### src/rtl/pgw_pkg.sv
package pgw_pkg;
    localparam int unsigned VA_W     = 32;
    localparam int unsigned PTE_W    = 32;
    localparam int unsigned PA_W     = 40;
    localparam int unsigned PG_SHIFT = 12;
    localparam int unsigned BIG_SHIFT = 22;
    localparam int unsigned IX_W     = 10;
    localparam int unsigned ENT_SH   = $clog2(PTE_W / 8);
    localparam int unsigned FR_W     = VA_W - PG_SHIFT;
    localparam int unsigned EXT_W    = PA_W - VA_W;

    // entry flag positions
    localparam int unsigned B_P   = 0;
    localparam int unsigned B_RW  = 1;
    localparam int unsigned B_US  = 2;
    localparam int unsigned B_A   = 5;
    localparam int unsigned B_D   = 6;
    localparam int unsigned B_PS  = 7;
    localparam int unsigned B_RSV = 21;
    localparam int unsigned EXT_LO = 13;
    localparam int unsigned EXT_HI = EXT_LO + EXT_W - 1;

    typedef enum logic [2:0] {
        WS_IDLE,
        WS_DIR_RD,
        WS_DIR_WB,
        WS_TBL_RD,
        WS_LEAF_WB,
        WS_DONE
    } walk_state_e;

    typedef enum logic [1:0] {
        ACC_READ  = 2'd0,
        ACC_WRITE = 2'd1,
        ACC_FETCH = 2'd2
    } acc_kind_e;

    // leaf entry after this access: accessed always, dirty on a write
    function automatic logic [PTE_W-1:0] entry_touch(input logic [PTE_W-1:0] e,
                                                     input logic is_wr);
        logic [PTE_W-1:0] r;
        r = e;
        r[B_A] = 1'b1;
        if (is_wr) r[B_D] = 1'b1;
        return r;
    endfunction
endpackage

### src/rtl/pgw_addr.sv
module pgw_addr
    import pgw_pkg::*;
(
    input  logic [FR_W-1:0] base_frame,
    input  logic [IX_W-1:0] dir_idx,
    input  logic [FR_W-1:0] tbl_frame,
    input  logic [IX_W-1:0] tbl_idx,
    input  logic [VA_W-1:0] a20,
    output logic [VA_W-1:0] dir_addr,
    output logic [VA_W-1:0] tbl_addr
);
    localparam int unsigned PAD_W = VA_W - IX_W - ENT_SH;

    logic [VA_W-1:0] dir_sum, tbl_sum;

    always_comb begin
        dir_sum  = {base_frame, {PG_SHIFT{1'b0}}} + {{PAD_W{1'b0}}, dir_idx, {ENT_SH{1'b0}}};
        tbl_sum  = {tbl_frame,  {PG_SHIFT{1'b0}}} + {{PAD_W{1'b0}}, tbl_idx, {ENT_SH{1'b0}}};
        dir_addr = dir_sum & a20;
        tbl_addr = tbl_sum & a20;
    end

    // an entry address is always word aligned
    always_comb begin
        if (dir_addr[ENT_SH-1:0] != '0)
            assert (0) else $error("p_dir_align_r1 misaligned directory entry address");
    end
endmodule

### src/rtl/pgw_result.sv
module pgw_result
    import pgw_pkg::*;
(
    input  logic            off,
    input  logic            big,
    input  logic            bad,
    input  logic [VA_W-1:0] vaddr,
    input  logic [VA_W-1:0] a20,
    input  logic            dir_rw,
    input  logic            dir_us,
    input  logic [FR_W-1:0] leaf_frame,
    input  logic            leaf_rw,
    input  logic            leaf_us,
    input  logic            leaf_d,
    output logic [PA_W-1:0] paddr,
    output logic            user_ok,
    output logic            write_ok
);
    localparam int unsigned BIG_FR_W = VA_W - BIG_SHIFT;

    logic [VA_W-1:0]  frame, offset;
    logic [EXT_W-1:0] ext;

    always_comb begin
        ext = '0;
        if (off) begin
            frame    = {vaddr[VA_W-1:PG_SHIFT], {PG_SHIFT{1'b0}}};
            offset   = {{FR_W{1'b0}}, vaddr[PG_SHIFT-1:0]};
            user_ok  = 1'b1;
            write_ok = 1'b1;
        end else if (big) begin
            frame    = {leaf_frame[FR_W-1:FR_W-BIG_FR_W], {BIG_SHIFT{1'b0}}};
            offset   = {{BIG_FR_W{1'b0}}, vaddr[BIG_SHIFT-1:0]};
            ext      = leaf_frame[EXT_HI-PG_SHIFT:EXT_LO-PG_SHIFT];
            user_ok  = leaf_us;
            write_ok = leaf_rw & leaf_d;
        end else begin
            frame    = {leaf_frame, {PG_SHIFT{1'b0}}};
            offset   = {{FR_W{1'b0}}, vaddr[PG_SHIFT-1:0]};
            user_ok  = dir_us & leaf_us;
            write_ok = dir_rw & leaf_rw & leaf_d;
        end
        paddr = {ext, (frame & a20) | offset};
        if (bad) begin
            paddr    = '0;
            user_ok  = 1'b0;
            write_ok = 1'b0;
        end
    end
endmodule

### src/rtl/pgw_top.sv
module pgw_top
    import pgw_pkg::*;
(
    input  logic            clk,
    input  logic            rst_n,
    input  logic            req_valid,
    input  logic [31:0]     req_vaddr,
    input  logic [1:0]      req_kind,
    input  logic [31:0]     dir_base,
    input  logic            paging_on,
    input  logic            big_page_on,
    input  logic [31:0]     a20_mask,
    output logic            busy,
    output logic            mem_req,
    output logic            mem_we,
    output logic [31:0]     mem_addr,
    output logic [31:0]     mem_wdata,
    input  logic [31:0]     mem_rdata,
    input  logic            mem_ready,
    output logic            done,
    output logic [39:0]     res_paddr,
    output logic            res_big,
    output logic            res_user_ok,
    output logic            res_write_ok,
    output logic            res_absent,
    output logic            res_rsvd
);
    walk_state_e st_q, st_d;

    logic [VA_W-1:0]  va_q, base_q, a20_q;
    logic [PTE_W-1:0] dir_q, leaf_q, touched;
    logic             wr_q, off_q, pse_q, big_q, absent_q, rsvd_q;
    logic             hs, rd_big;
    logic [VA_W-1:0]  dir_addr, tbl_addr;

    assign hs      = mem_req & mem_ready;
    assign touched = entry_touch(mem_rdata, wr_q);
    assign rd_big  = mem_rdata[B_PS] & pse_q;

    pgw_addr u_addr (
        .base_frame (base_q[VA_W-1:PG_SHIFT]),
        .dir_idx    (va_q[VA_W-1:BIG_SHIFT]),
        .tbl_frame  (dir_q[PTE_W-1:PG_SHIFT]),
        .tbl_idx    (va_q[BIG_SHIFT-1:PG_SHIFT]),
        .a20        (a20_q),
        .dir_addr   (dir_addr),
        .tbl_addr   (tbl_addr)
    );

    // state register
    always_ff @(posedge clk) begin
        if (!rst_n) st_q <= WS_IDLE;
        else        st_q <= st_d;
    end

    // next state
    always_comb begin
        st_d = st_q;
        unique case (st_q)
            WS_IDLE: begin
                if (req_valid) st_d = paging_on ? WS_DIR_RD : WS_DONE;
            end
            WS_DIR_RD: begin
                if (hs) begin
                    if (!mem_rdata[B_P])             st_d = WS_DONE;
                    else if (rd_big) begin
                        if (mem_rdata[B_RSV])        st_d = WS_DONE;
                        else if (touched != mem_rdata) st_d = WS_LEAF_WB;
                        else                         st_d = WS_DONE;
                    end
                    else if (!mem_rdata[B_A])        st_d = WS_DIR_WB;
                    else                             st_d = WS_TBL_RD;
                end
            end
            WS_DIR_WB: begin
                if (hs) st_d = WS_TBL_RD;
            end
            WS_TBL_RD: begin
                if (hs) begin
                    if (!mem_rdata[B_P])             st_d = WS_DONE;
                    else if (touched != mem_rdata)   st_d = WS_LEAF_WB;
                    else                             st_d = WS_DONE;
                end
            end
            WS_LEAF_WB: begin
                if (hs) st_d = WS_DONE;
            end
            WS_DONE: st_d = WS_IDLE;
            default: st_d = WS_IDLE;
        endcase
    end

    // walk context and captured entries
    always_ff @(posedge clk) begin
        if (!rst_n) begin
            va_q     <= '0;
            base_q   <= '0;
            a20_q    <= '0;
            dir_q    <= '0;
            leaf_q   <= '0;
            wr_q     <= 1'b0;
            off_q    <= 1'b0;
            pse_q    <= 1'b0;
            big_q    <= 1'b0;
            absent_q <= 1'b0;
            rsvd_q   <= 1'b0;
        end else begin
            if (st_q == WS_IDLE && req_valid) begin
                va_q     <= req_vaddr;
                base_q   <= dir_base;
                a20_q    <= a20_mask;
                wr_q     <= (req_kind == ACC_WRITE);
                off_q    <= !paging_on;
                pse_q    <= big_page_on;
                big_q    <= 1'b0;
                absent_q <= 1'b0;
                rsvd_q   <= 1'b0;
            end
            if (st_q == WS_DIR_RD && hs) begin
                dir_q    <= mem_rdata;
                absent_q <= !mem_rdata[B_P];
                if (mem_rdata[B_P] && rd_big) begin
                    big_q  <= 1'b1;
                    rsvd_q <= mem_rdata[B_RSV];
                    leaf_q <= touched;
                end
            end
            if (st_q == WS_TBL_RD && hs) begin
                absent_q <= !mem_rdata[B_P];
                leaf_q   <= touched;
            end
        end
    end

    // outputs
    always_comb begin
        busy      = (st_q != WS_IDLE);
        done      = (st_q == WS_DONE);
        mem_req   = 1'b0;
        mem_we    = 1'b0;
        mem_addr  = '0;
        mem_wdata = '0;
        unique case (st_q)
            WS_DIR_RD: begin
                mem_req  = 1'b1;
                mem_addr = dir_addr;
            end
            WS_DIR_WB: begin
                mem_req   = 1'b1;
                mem_we    = 1'b1;
                mem_addr  = dir_addr;
                mem_wdata = dir_q | (PTE_W'(1) << B_A);
            end
            WS_TBL_RD: begin
                mem_req  = 1'b1;
                mem_addr = tbl_addr;
            end
            WS_LEAF_WB: begin
                mem_req   = 1'b1;
                mem_we    = 1'b1;
                mem_addr  = big_q ? dir_addr : tbl_addr;
                mem_wdata = leaf_q;
            end
            default: ;
        endcase
    end

    pgw_result u_res (
        .off        (off_q),
        .big        (big_q),
        .bad        (absent_q | rsvd_q),
        .vaddr      (va_q),
        .a20        (a20_q),
        .dir_rw     (dir_q[B_RW]),
        .dir_us     (dir_q[B_US]),
        .leaf_frame (leaf_q[PTE_W-1:PG_SHIFT]),
        .leaf_rw    (leaf_q[B_RW]),
        .leaf_us    (leaf_q[B_US]),
        .leaf_d     (leaf_q[B_D]),
        .paddr      (res_paddr),
        .user_ok    (res_user_ok),
        .write_ok   (res_write_ok)
    );

    assign res_big    = big_q & !(absent_q | rsvd_q);
    assign res_absent = absent_q;
    assign res_rsvd   = rsvd_q;

    // checks
    p_start_r11: assert property (@(posedge clk) disable iff (!rst_n)
        $rose(busy) |-> $past(req_valid));
    p_done_idle_r11: assert property (@(posedge clk) disable iff (!rst_n)
        done |=> !busy);
    p_hold_r12: assert property (@(posedge clk) disable iff (!rst_n)
        (mem_req && !mem_ready) |=> (mem_req && $stable(mem_addr) && $stable(mem_we) && $stable(mem_wdata)));
    p_wb_accessed_r8: assert property (@(posedge clk) disable iff (!rst_n)
        (mem_req && mem_we) |-> mem_wdata[B_A]);
    p_fault_norights_r3: assert property (@(posedge clk) disable iff (!rst_n)
        (done && (res_absent || res_rsvd)) |-> (!res_user_ok && !res_write_ok && !res_big));
    p_req_in_walk_r11: assert property (@(posedge clk) disable iff (!rst_n)
        mem_req |-> busy);
endmodule

### config.mk
export PLATFORM = sky130hd
export DESIGN_NAME = pgw_top
export DESIGN_NICKNAME = d
export VERILOG_FILES = /design/src/rtl/pgw_pkg.sv /design/src/rtl/pgw_addr.sv /design/src/rtl/pgw_result.sv /design/src/rtl/pgw_top.sv
export SDC_FILE = /design/constraint.sdc
export NUM_CORES = 1
export LEC_CHECK = 0
export ABC_AREA = 1
export BUFFER_PORTS_ARGS = -buffer_cell sky130_fd_sc_hd__buf_2
export CAP_MARGIN = 30
export CORE_MARGIN = 1.5
export CORE_UTILIZATION = 35
export CTS_CLUSTER_DIAMETER = 50
export DETAILED_ROUTE_END_ITERATION = 7
export PLACE_DENSITY_LB_ADDON = 0.15
export SETUP_SLACK_MARGIN = 0.4
export SLEW_MARGIN = 15
export SYNTH_ARGS = -nofsm -noshare
export SYNTH_HDL_FRONTEND = slang
export SYNTH_SLANG_ARGS = --single-unit
### constraint.sdc
create_clock -name clk -period 2.7 [get_ports clk]
set_clock_uncertainty 0.15 [all_clocks]
set_input_delay 0.54 -clock clk [delete_from_list [all_inputs] [get_ports clk]]
set_output_delay 0.54 -clock clk [all_outputs]
set_load 0.01 [all_outputs]
* Yosys cells after proc, flatten, opt, wreduce, memory -nomap -nowiden
Index checks and enable logic that the tools add are counted.
** Word-level totals
- Output and inout bits :: 113
- Logic and storage cells :: 99
- Flip-flop bits (word level) :: 169
- Input port bits :: 136
** Cells by class
- Add/subtract/negate cells :: 2
- Bitwise operators :: 12
- Reduce and logical (&&, ||, !) cells :: 17
- Eq/ne operators :: 12
- Mux-type cells :: 44
** Operators with widths (number)
- $mux W32 :: 6
- $and A32 B32 Y32 :: 3
- $pmux W32 S3 :: 1
- $add A32 B12 Y32 :: 2
- $pmux W32 S2 :: 1
- $mux W22 :: 2
- $mux W40 :: 1
- $or A32 B32 Y32 :: 1
- $mux W3 :: 9
- $mux W1 :: 21
- $mux W8 :: 2
- $pmux W3 S5 :: 1
- $ne A2 B2 Y1 const B :: 5
- $and A1 B1 Y1 :: 7
- $eq A3 B2 Y1 const B :: 2
- $eq A3 B3 Y1 const B :: 2
- $reduce_bool A3 Y1 :: 2
- $reduce_and A5 Y1 :: 1
- $logic_and A1 B1 Y1 :: 4
- $reduce_bool A2 Y1 :: 2
- $reduce_or A2 Y1 :: 2
- $reduce_or A4 Y1 :: 1
- $eq A3 B1 Y1 const B :: 1
- $logic_not A1 Y1 :: 3
- 5 further kinds :: 5

* Logic depth before layout (Yosys ltp)
- Word-level depth :: 8
- Depth in mapped cells :: 9
- Gate-level depth less buffers :: 8

* By module
From an unflattened synthesis, not the netlist that was laid out.
** Second synthesis, totals
- Cell total of the unflattened synthesis :: 1204
- Area, all modules :: 7654.8 µm²
** Modules (own cells, without submodules)
- pgw_top :: area each 6439.9 µm², cells an instance 900, times used 1
- pgw_result :: area each 730.7 µm², cells an instance 179, times used 1
- pgw_addr :: area each 484.2 µm², cells an instance 125, times used 1

* Worst setup path before layout
Ideal clock, no wire load.
- Kind :: reg2out
- Start :: reg absent_q (netlist: res_absent)
- End :: out res_paddr[26]
- Setup slack :: 629 ps
- Cell stages (with the launch flop) :: 5
- Arrival :: 1381 ps
- Data required time :: 2010 ps
- Cell sequence :: dfxtp_1 nor2_1 clkinv_1 clkbuf_1 a2111oi_0
** Between the ends
- Cells in the longest elaborated chain, start to end :: 2
** Ends and longest elaborated chain
- from (decl) :: line pgw_top.sv:32 : logic wr_q, off_q, pse_q, big_q, absent_q, rsvd_q;
- from (signal assigned) :: line pgw_top.sv:121 : absent_q <= !mem_rdata[B_P];
- from (signal assigned) :: line pgw_top.sv:129 : absent_q <= !mem_rdata[B_P];
- $or A1 B1 Y1 :: line pgw_top.sv:171 : .bad (absent_q | rsvd_q),
- $mux W40 :: line pgw_result.sv:44 : if (bad) begin
- to (decl) :: line pgw_top.sv:21 : output logic [39:0] res_paddr,
Every way passes these cells.

* Worst setup path in the final report
- Start :: reg st_q[1]
- End :: out mem_addr[21]
** Between the ends
- Cells in the longest elaborated chain, start to end :: 3
- Elaborated cells between the ends (all ways) :: 6
** Ends and longest elaborated chain
- from (decl) :: line pgw_top.sv:28 : walk_state_e st_q, st_d;
- from (signal assigned) :: line pgw_top.sv:53 : else st_q <= st_d;
- $eq A3 B1 Y1 or $eq A3 B2 Y1 (tied branches) :: line pgw_top.sv:143 : unique case (st_q)
- $reduce_or A2 Y1 (no source line)
- $pmux W32 S3 * :: line pgw_top.sv:143
- to (decl) :: line pgw_top.sv:16 : output logic [31:0] mem_addr,
Every way passes the cells marked *; elsewhere a longest branch is shown, timed or not.

==> results.toml <==
[status]
outcome = "completed"

[critical_path]
cp-end-kind = "output port"
critPathArrivalTime_ps = 1900
cp-start-kind = "flip-flop"
worst-setup-path-type = "reg2out"
crit_start = "st_q[1]"
required_ps = 2010
r2r-start = "st_q[0]"
path_max_fanout = 8

[cts]
clock_latency_ps = 430
cts_tree = "built"
htreeDepth = 4
clock_path_buffers = 2
holdBufCountCts = 0
cts_buffers = 17
clk_pin_slew_ps = 60
root_buffer = "clkbuf_16"
cts_sinks = 154

[floorplanning]
die_h_um = 143.4
dieArea_um2 = 20560
start_util_pct = 35.56
io_pins = 249
core-area_um2 = 19400
fp.dieW_um = 143.4
row_count = 51

[layout]
drive_gt1_share_pct = 36.10
syn2layout_area_growth_pct = 45.28
final_util_pct = 51.66
layout.cells.non_filler = 1499
design_area_um2 = 10020
fin_nets = 1353

[global_routing]
grt_util_all_layers_pct = 23.38
grt_pass1_wl_um = 36490
antenna_found_initial = 4
grt_max_degree = 88
first_global_vias = 6671
grt_remaining_overflow = 0

[routing]
vias_per_cell = 4.965
met2WireLength_um = 11840
drt-met1-wl_um = 11340
vias = 7442
dr.pass1.iters = 7
dr.first_iter.drc_count = 481
postRouteWirelength_um = 25080
ant_nets = 0
drc = 0
wire_per_inst_um = 16.73
highest_layer = "met4"
wl_met3_um = 1581

[place]
io_buffers = 232
gp_congestion = 0.8692
hpwlAfterDp_um = 16610
dp_cells = 1425
postPlaceCellArea_um2 = 8322

[sta]
slew_violations = 0
rsz0062_at_grt = "true"
fmax_mhz = 385.5
tns_ps = 0
post-route-period-util_pct = 96.08
period_needed_ps = 2594
hold_viol_final = 0
setup_viol = 0

[yosys]
synth-seq-cells = 154
synth_cell_types = 31
ys.warnings.count = 0
ys_seq_area_share_pct = 44.69
synth_area_um2 = 6898
postSynthAreaPerCell_um2 = 7.082
synthCells = 974

[power_and_ir_drop]
ir_drop_uv = 546.4
p_leak_nw = 4.219
powerDensity_nw_per_um2 = 910.0

[worst_hold_path]
min_path_type = "in2reg"
hp-start = "mem_rdata[11]"

[flow_run]
cap_violations = 0
-- through the flow --
stage / setup WS, ps / power [mW] / hold WS, ps
floorplan: 628.8 / 4.783 / 273.7
global placement: 328.6 / 5.707 / 284.3
detailed placement: 338.3 / 5.727 / 284.5
CTS: 91.29 / 8.826 / 198.8
global route: -8.376 / 9.635 / 212.1
finish: 105.8 / 9.119 / 210.4
-- routing by layer --
metal	up-vias	GRT usage (%)
met5	-	0
met4	0	6.928
met3	21	4.832
met2	234	37.58
met1	3458	31.56
li1	3729	-
-- report_power, final --
group          switching (mW)  internal (mW)  total, mW  leakage (nW)
Combinational            2.15           1.38       3.53          2.68
Clock                    1.04           1.38       2.42         0.270
Sequential              0.372           2.80       3.17          1.27
-- path summary, 6_finish.rpt --
| path | slack, ps | to | cells past startpoint |
|---|---|---|---|
| max reg2reg | 550 | leaf_q[13] | 9 |
| min | 210 | leaf_q[11] | 3 |
| max | 110 | mem_addr[21] | 11 |
| min reg2reg | 300 | base_q[31] | 2 |
-- layout make-up --
cell class              count  area [µm²]
clock buffers              17       425.4
multi-input cells         634        3573
repair inverters            2       15.01
clock inverters            15       166.4
flip-flops and latches    154        3107
well taps                 265       331.6
fillers                  2045        9378
diodes                      4       10.01
repair buffers            292        1927
inverters                 116       465.4
-- registers in the layout, indices dropped and copies added, names as in the netlist --
name / flops
a20_q: 30
base_q: 20
big_q: 1
dir_q: 31
leaf_q: 32
off_q: 1
pse_q: 1
res_absent: 1
res_rsvd: 1
st_q: 3
va_q: 32
wr_q: 1
-- cell usage after synthesis, drive strengths merged --
cell / number / area share, %
nand2: 113 / 6.2
o21ai: 168 / 12
nand4: 2 / 0.18
buf: 31 / 2.5
nor2: 132 / 7.4
clkinv: 2 / 0.13
o211ai: 4 / 0.44
conb: 1 / 0.054
dfxtp: 154 / 45
a21oi: 147 / 11
nand3: 23 / 1.8
o22ai: 7 / 0.63
nor3: 4 / 0.29
a21boi: 1 / 0.11
or2: 1 / 0.091
a2111oi: 10 / 1.3
inv: 114 / 6.2
clkbuf: 40 / 2.2
a211oi: 1 / 0.11
a32o: 19 / 2.8
-- what timing repair did --
action,in CTS,in global routing
cloned,6,4
gates resized for setup,113,81
setup endpoints to repair,93,103
setup buffers,12,16
pin swaps,8,43
-- cell families after synthesis --
| family | count (synthesis) | synth area share (%) |
|---|---|---|
| buffers and inverters | 187 | 10.99 |
| other | 1 | 0.05436 |
| and+or+nand+nor | 275 | 16.03 |
| DFF | 154 | 44.69 |
| AOI/OAI and AO/OA | 357 | 28.22 |
-- placed cells by master (no fill, tap or decap), types with 3 or more instances in the layout --
cell type,n
a2111oi_4,9
a21oi_1,119
a21oi_2,28
a32o_1,18
buf_12,11
buf_16,4
buf_2,226
buf_4,41
buf_6,6
clkbuf_16,20
clkinvlp_4,6
dfxtp_1,147
dfxtp_4,6
diode_2,4
inv_1,105
inv_2,3
inv_4,7
inv_6,6
nand2_1,83
nand2_2,25
nand2_4,5
nand3_1,20
nor2_1,122
nor2_2,4
nor2_4,6
nor3_1,3
o211ai_1,4
o21ai_0,125
o21ai_1,34
o21ai_2,8
o22ai_2,7
-- critical path, stage by stage (launching register included) --
cell     delay [ps]
dfxtp_4         400
inv_4            50
nor2_4          110
nand2_2          70
nand2_2          70
inv_2            50
o21ai_4          80
buf_12          160
buf_16          140
nand2_2          60
a21oi_2         130
buf_2           150
Power figures use the tool's default switching activity.
